File: src/rtl/i2c_rescue_pkg.sv
package i2c_rescue_pkg;
  typedef enum logic [2:0] {
    PH_IDLE,
    PH_CHECK,
    PH_PREP,
    PH_LOW,
    PH_HIGH,
    PH_STOP_LO,
    PH_STOP_REL
  } phase_e;
endpackage

File: src/rtl/rescue_step_timer.sv
module rescue_step_timer #(
  parameter int TICK_W = 16
) (
  input  logic              clk,
  input  logic              rst_n,
  input  logic              run,
  input  logic [TICK_W-1:0] step_ticks,
  output logic              step_end
);
  logic [TICK_W-1:0] cnt;
  logic [TICK_W-1:0] last;

  // zero is taken as a one-cycle step
  assign last     = (step_ticks == '0) ? '0 : step_ticks - 1'b1;
  assign step_end = run && (cnt == last);

  always_ff @(posedge clk or negedge rst_n) begin
    if (!rst_n)               cnt <= '0;
    else if (!run || step_end) cnt <= '0;
    else                       cnt <= cnt + 1'b1;
  end
endmodule

File: src/rtl/rescue_fsm.sv
module rescue_fsm
  import i2c_rescue_pkg::*;
#(
  parameter int LIM_W  = 8,
  parameter int PULSES = 9
) (
  input  logic             clk,
  input  logic             rst_n,
  input  logic             init_req,
  input  logic             step_end,
  input  logic             scl_in,
  input  logic             sda_in,
  input  logic [LIM_W-1:0] busy_limit,
  output phase_e           phase,
  output logic             done,
  output logic             fail
);
  localparam int PULSE_W = $clog2(PULSES + 1);

  logic [LIM_W-1:0]   chk_cnt;
  logic [LIM_W-1:0]   chk_last;
  logic [PULSE_W-1:0] pulse_cnt;
  logic               second;
  logic               bus_free;

  assign chk_last = (busy_limit == '0) ? '0 : busy_limit - 1'b1;
  assign bus_free = scl_in && sda_in;

  always_ff @(posedge clk or negedge rst_n) begin
    if (!rst_n) begin
      phase     <= PH_IDLE;
      chk_cnt   <= '0;
      pulse_cnt <= '0;
      second    <= 1'b0;
      done      <= 1'b0;
      fail      <= 1'b0;
    end else begin
      case (phase)
        PH_IDLE: if (init_req) begin
          phase   <= PH_CHECK;
          chk_cnt <= '0;
          second  <= 1'b0;
          done    <= 1'b0;
          fail    <= 1'b0;
        end
        PH_CHECK: if (step_end) begin
          if (bus_free) begin
            phase <= PH_IDLE;
            done  <= 1'b1;
          end else if (chk_cnt == chk_last) begin
            if (second) begin
              phase <= PH_IDLE;
              done  <= 1'b1;
              fail  <= 1'b1;
            end else begin
              phase <= PH_PREP;
            end
          end else begin
            chk_cnt <= chk_cnt + 1'b1;
          end
        end
        PH_PREP: if (step_end) begin
          phase     <= PH_LOW;
          pulse_cnt <= '0;
        end
        PH_LOW: if (step_end) phase <= PH_HIGH;
        PH_HIGH: if (step_end) begin
          if (pulse_cnt == PULSE_W'(PULSES - 1)) begin
            phase <= PH_STOP_LO;
          end else begin
            pulse_cnt <= pulse_cnt + 1'b1;
            phase     <= PH_LOW;
          end
        end
        PH_STOP_LO: if (step_end) phase <= PH_STOP_REL;
        PH_STOP_REL: if (step_end) begin
          phase   <= PH_CHECK;
          chk_cnt <= '0;
          second  <= 1'b1;
        end
        default: phase <= PH_IDLE;
      endcase
    end
  end
endmodule

File: src/rtl/rescue_pin_mux.sv
module rescue_pin_mux (
  input  logic own,
  input  logic seq_scl,
  input  logic seq_sda,
  input  logic ctl_scl,
  input  logic ctl_sda,
  output logic scl_oe,
  output logic sda_oe
);
  assign scl_oe = own ? seq_scl : ctl_scl;
  assign sda_oe = own ? seq_sda : ctl_sda;
endmodule

File: src/rtl/i2c_bus_rescue.sv
module i2c_bus_rescue
  import i2c_rescue_pkg::*;
#(
  parameter int TICK_W = 16,
  parameter int LIM_W  = 8,
  parameter int PULSES = 9
) (
  input  logic              clk,
  input  logic              rst_n,
  input  logic              init_req,
  input  logic              scl_in,
  input  logic              sda_in,
  input  logic [TICK_W-1:0] step_ticks,
  input  logic [LIM_W-1:0]  busy_limit,
  input  logic              ctl_scl_oe,
  input  logic              ctl_sda_oe,
  output logic              scl_oe,
  output logic              sda_oe,
  output logic              busy,
  output logic              done,
  output logic              fail
);
  phase_e phase;
  logic   step_end;
  logic   seq_scl;
  logic   seq_sda;

  assign busy    = (phase != PH_IDLE);
  assign seq_scl = (phase == PH_LOW);
  assign seq_sda = (phase == PH_STOP_LO);

  rescue_step_timer #(.TICK_W(TICK_W)) u_timer (
    .clk        (clk),
    .rst_n      (rst_n),
    .run        (busy),
    .step_ticks (step_ticks),
    .step_end   (step_end)
  );

  rescue_fsm #(.LIM_W(LIM_W), .PULSES(PULSES)) u_fsm (
    .clk        (clk),
    .rst_n      (rst_n),
    .init_req   (init_req),
    .step_end   (step_end),
    .scl_in     (scl_in),
    .sda_in     (sda_in),
    .busy_limit (busy_limit),
    .phase      (phase),
    .done       (done),
    .fail       (fail)
  );

  rescue_pin_mux u_mux (
    .own     (busy),
    .seq_scl (seq_scl),
    .seq_sda (seq_sda),
    .ctl_scl (ctl_scl_oe),
    .ctl_sda (ctl_sda_oe),
    .scl_oe  (scl_oe),
    .sda_oe  (sda_oe)
  );
endmodule

File: config.mk
export PLATFORM = sky130hd
export DESIGN_NAME = i2c_bus_rescue
export DESIGN_NICKNAME = d
export VERILOG_FILES = /design/src/rtl/i2c_rescue_pkg.sv /design/src/rtl/rescue_step_timer.sv /design/src/rtl/rescue_fsm.sv /design/src/rtl/rescue_pin_mux.sv /design/src/rtl/i2c_bus_rescue.sv
export SDC_FILE = /design/constraint.sdc
export NUM_CORES = 1
export LEC_CHECK = 0
export BUFFER_PORTS_ARGS = -buffer_cell sky130_fd_sc_hd__buf_2
export CORE_MARGIN = 1
export CORE_UTILIZATION = 50
export CTS_BUF_LIST = sky130_fd_sc_hd__clkbuf_8 sky130_fd_sc_hd__clkbuf_16
export DETAILED_ROUTE_END_ITERATION = 16
export GPL_TIMING_DRIVEN = 0
export HOLD_SLACK_MARGIN = 0.12
export PLACE_DENSITY = 0.67
export SETUP_SLACK_MARGIN = 0.2
export SYNTH_ARGS = -nofsm -noshare
export SYNTH_HDL_FRONTEND = slang
export SYNTH_HIERARCHICAL = 1
export SYNTH_SLANG_ARGS = --single-unit
File: constraint.sdc
create_clock -name clk -period 4.45 [get_ports clk]
set_clock_uncertainty 0.15 [all_clocks]
set_input_delay 0.89 -clock clk [delete_from_list [all_inputs] [get_ports clk]]
set_output_delay 0.89 -clock clk [all_outputs]
set_load 0.01 [all_outputs]
# == After elaboration in Yosys (flattened, before gate mapping) ==
# Cells that the tools add are included.
# word_totals
inputBits,31
regBits,34
out_inout_bits,5
# op_classes
n_eq_ne,23
muxes,38
reduce_logical,18
add_sub_neg,5
# ops
operator,n
8-bit two-way mux,6
16-bit two-way mux,2
3-bit two-way mux,10
8-bit case mux with 3 select lines,1
3-bit case mux with 7 select lines,1
2-bit != test (second input constant),10
16-bit by 1-bit adder with 16-bit output (second input constant),1
16-bit equality test,1
16-bit zero test,1
16-bit by 1-bit subtractor with 16-bit output (second input constant),1
4-bit two-way mux,3
6-bit AND reduction,2
1-bit two-way mux,10
3-bit equality test (second input constant),3
8-bit by 1-bit adder with 8-bit output (second input constant),1
8-bit equality test,1
8-bit zero test,1
4-bit case mux with 2 select lines,1
8-bit AND reduction,1
8-bit by 1-bit subtractor with 8-bit output (second input constant),1
3-bit by 2-bit equality test with 1-bit output (second input constant),2
3-bit by 1-bit != test with 1-bit output (second input constant),2
1-bit case mux with 2 select lines,3
2-bit nonzero test,3
other kinds (13),16

# == Logic depth before layout (Yosys ltp) ==
# logic_depth
ltp_word,7
mapped_depth,18
depth_no_buf,15

# == Cells and area by module ==
# The synthesis kept the hierarchy.
# by_module_without_submodules
module,seq_area_each_um2,cells_each,area_each_um2,instances
rescue_step_timer,400.4,193,1710.4,1
rescue_fsm,450.4,182,1549.0,1
i2c_bus_rescue,0.0,3,26.3,1
rescue_pin_mux,0.0,2,22.5,1

# == Worst setup path after synthesis ==
# Ideal clock, no wire load.
# synth_path
path_type,input-to-reg
startpoint,input port step_ticks[0]
endpoint,register u_fsm.chk_cnt[7]
t_arrival_ns,4.266
path_buffers,2
cell_stages,17
path_slack_ns,-0.044
cell_sequence,clkbuf_1 -> inv_1 -> ha_1 -> or4b_4 -> buf_6 -> nor4_4 -> nand3_2 -> a211oi_2 -> nand3_1 -> nor4_1 -> and2_1 -> nand2_1 -> o21ai_0 -> a22o_2 -> o41ai_4 -> or4_1 -> a21oi_1
# synth_via
elab_chain_len,6
elab_cells_between_ends,8
cone_classes,add/sub: 1; eq/ne: 3; mux: 1; reduce/logical: 3
# synth_rtl
item,line,text
start: declaration,i2c_bus_rescue.sv:13,"input logic [TICK_W-1:0] step_ticks,"
16-bit by 1-bit subtractor with 16-bit output or 16-bit zero test (tied branches),rescue_step_timer.sv:14,assign last = (step_ticks == '0) ? '0 : step_ticks - 1'b1;
16-bit two-way mux *,rescue_step_timer.sv:14,
16-bit equality test *,rescue_step_timer.sv:15,assign step_end = run && (cnt == last);
1-bit logical AND *,rescue_step_timer.sv:15,
via step_end,i2c_bus_rescue.sv:24,logic step_end;
2-bit != test (no line),-,
6-bit AND reduction (no line) *,-,
end signal: assignment,rescue_fsm.sv:59,chk_cnt <= chk_cnt + 1'b1;
end: declaration,rescue_fsm.sv:20,logic [LIM_W-1:0] chk_cnt;
# Mark *: on every way through the listed nets, which the timed path passes. The rest lies on a longest branch.
# A chain may end at the register's enable or synchronous reset.

# == Worst setup path after layout ==
# Same ends and word-level chain as after synthesis.

==> impl_metrics.toml <==
[placed_design]
dp_slack_ns = -0.4321
gp_congestion = 0.8527
port_buffers = 26
dp_cells = 483
dp_hpwl_microns = 5472

[layout]
area_growth_pct = 19.14
fillCellCount = 583
multiInputGateArea_sq_um = 2379
finalNetCount = 465
fin_cells = 506
diodes = 0
ff_latch_area_sq_um = 850.8
drive_above_1_share_pct = 30.07

[timing]
timing.slew.headroom_pct = 44.04
period_share_pct = 95.17
hold_viol = 0
tightest_slew_ns = 0.8395
timing.final.ws_setup_ns = 0.2148
rsz0062_at_grt = "yes"
finalMaxSlewViolations = 0
fmax_ghz = 0.2361
period_needed_ns = 4.235
setup_viol = 0

[setup_path]
arrival_ns = 4.29
cpMostUsedCell = "nor4_4"
r2r_slack_ns = 0.92
path_class = "in2reg"
r2r-end = "u_fsm/chk_cnt[7]"
critPathMaxFanout = 7
worst_path_max_delay_cell = "or4_1"
r2r_start = "u_timer/cnt[14]"
rr_worst_depth = 13
required_ns = 4.50
worstPathCellList = "clkbuf_16 > clkinv_8 > ha_4 > or4b_4 > buf_12 > nor4_4 > buf_4 > o2111ai_4 > a2111oi_4 > nand4_2 > nor4_4 > and2_4 > nand2_4 > o21ai_2 > a22o_2 > o41ai_4 > or4_1 > a21oi_1"
critPathLaunchType = "input pin"
max_stage_delay_ns = 0.49
cp-end-kind = "flop"

[route]
detailroute.via_count = 3018
wl_per_cell_microns = 14.72
wirelength_microns = 7447
firstDrtPassIters = 5
avgViaCountPerCell = 5.964
ant_nets = 0
route.detailed.drc = 0
dr.first_iter.drc_count = 124

[yosys]
syn_area_per_cell_sq_um = 8.706
ys_warn_count = 6
synthSimpleGateAreaFrac_pct = 34.08
netlist.area_leader.share_pct = 25.72
synth_xor_area_share_pct = 10.14
synth_cell_type_count = 79
synthArstFlopShare_pct = 100.0
synth_top_family_by_area = "simple AND/OR/NAND/NOR gates"
syn-num-nets = 417
netlist_top_cells_area = "dfrtp_1 26%, xnor2_1 4.0%, xor2_1 4.0%"
synth_cells = 380
synth_common_cells = "34 x dfrtp_1, 29 x nor2_1, 26 x nand2_1, 24 x o21ai_0, 17 x nand3_1"
synth-edff-count = 0
synth_fa_ha_area_share_pct = 2.269
synth_most_common_cell = "dfrtp_1"
yosysTopAreaCell = "dfrtp_1"
ys_seq_area_share_pct = 25.72
synthMuxAreaShare_pct = 1.589
synth_seq_cells = 34
synth_compound_area_share_pct = 19.78
synth_area_sq_um = 3308
ys.flop_type = "dfrtp_1"

[clock_network]
cts_root_buffer = "clkbuf_8"
cts_tree = "done"
cts.sinks = 34
ctsHtreeMaxLevel = 2
hold_buffers = 0
clk_latency_ns = 0.28
cts_buffers = 5
cts_buffer_depth = 2
clk_pin_slew_worst_paths_ns = 0.07

[status]
status = "complete, no violations"

[min_path]
whs_endpoint = "u_fsm/pulse_cnt[3]"
hold_depth = 1
hp-class = "reg2reg"
hold_start = "u_fsm/pulse_cnt[3]"

[floorplan]
ioPinCount = 36
rows = 29
die_width_microns = 83.34
die_h_microns = 83.34
fp.coreArea_sq_um = 6386
fp.dieArea_sq_um = 6946
start_util_pct = 51.80

[global_route]
overflow = 0
grt_pass1_vias = 2877
antenna_found_initial = 0
grt_max_degree = 35
grt_first_pass_wirelength_microns = 12940
grtUsageTotal_pct = 22.49

[job]
drv_cap = 0

[pwr]
power_leakage_nw = 1.633
irDropWorstVdd_v = 0.0002480
powerDensity_nw_per_um2 = 210.9
==> critical path: cells and delay by family <==
kind	cells	cell delay (ns)
adder cells (fa/ha/maj)	1	0.11
AND/OR/NAND/NOR	7	1.76
AO/OA/AOI/OAI	6	1.02
buffers and inverters	4	0.50
==> registers in the layout (all words and copies together), names as in the netlist <==
name / count
u_fsm/second: 1
u_timer/cnt: 16
u_fsm/done: 1
u_fsm/phase: 3
u_fsm/pulse_cnt: 4
u_fsm/fail: 1
u_fsm/chk_cnt: 8
==> cell type report <==
class                      instances  share of cell area (%)
buffer                            22                   5.302
clock buffer                       6                   2.095
clock inverter                     2                  0.2222
inverter                          12                   1.524
multi-input combinational        312                   60.35
sequential                        34                   21.59
tap                               77                   2.444
timing repair buffer              41                   6.476
==> metal layers <==
layer  wire length (microns)  vias up  part of all wire (%)  global-route usage (%)
met4                     118        0                   1.6                   6.113
li1                        -     1496                     -                       -
met1                    3325     1440                    45                   27.62
met5                       0        -                     0                       0
met3                     270       12                   3.6                   3.479
met2                    3732       70                    50                   40.69
==> worst max-delay path by stage <==
stage                   from                to  slack, ns
2_1_floorplan  step_ticks[1]  u_fsm/chk_cnt[7]       0.06
3_3_place_gp   step_ticks[5]  u_fsm/chk_cnt[7]      -0.39
3_5_place_dp   step_ticks[1]  u_fsm/chk_cnt[7]      -0.43
4_1_cts        step_ticks[0]  u_fsm/chk_cnt[7]       0.20
5_1_grt        step_ticks[0]  u_fsm/chk_cnt[7]      0.006
6_report       step_ticks[0]  u_fsm/chk_cnt[7]       0.21
==> kinds of logic after synthesis <==
logic type	Yosys count
adder cells (fa/ha/maj)	6
AO/OA/AOI/OAI	85
multiplexers	5
XOR/XNOR	33
AND/OR/NAND/NOR	183
buffers and inverters	34
flip-flops	34
==> what timing repair did <==
action                     CTS  global route
setup endpoints to repair   10             9
resized for setup           21            12
pin swaps                   13             4
hold endpoints to repair     0             0
setup buffers               11             4
==> cell usage in the layout, fill, tap and decap left out, types with 11 or more instances in the layout <==
cell type,count
xnor2_1,15
o21ai_0,21
buf_4,17
nor3_1,12
a21oi_1,12
nor2_1,29
xor2_1,15
buf_2,27
dfrtp_1,34
nand3_1,16
nand2_1,25
inv_1,11
==> per-stage QoR <==
stage                     hold slack (ns)  cell area [sq um]  TNS (ns)  util (%)  power, mW
final                              0.3323               3941         0     61.72     0.8312
after detailed placement           0.3212               3575    -3.144     55.98     0.5855
after floorplan                    0.2962               3348         0         -     0.5225
after global placement             0.3209               3575    -2.372     55.98     0.5807
after global routing               0.3627               3941         0     61.72     0.8825
after CTS                          0.3373               3879         0     60.74     0.8355
==> report_power, final <==
| group | switching [mW] | internal, mW |
|---|---|---|
| registers | 0.0226 | 0.330 |
| logic | 0.134 | 0.112 |
| clock network | 0.110 | 0.123 |
| total | 0.267 | 0.564 |
Power figures use the tool's default switching activity.
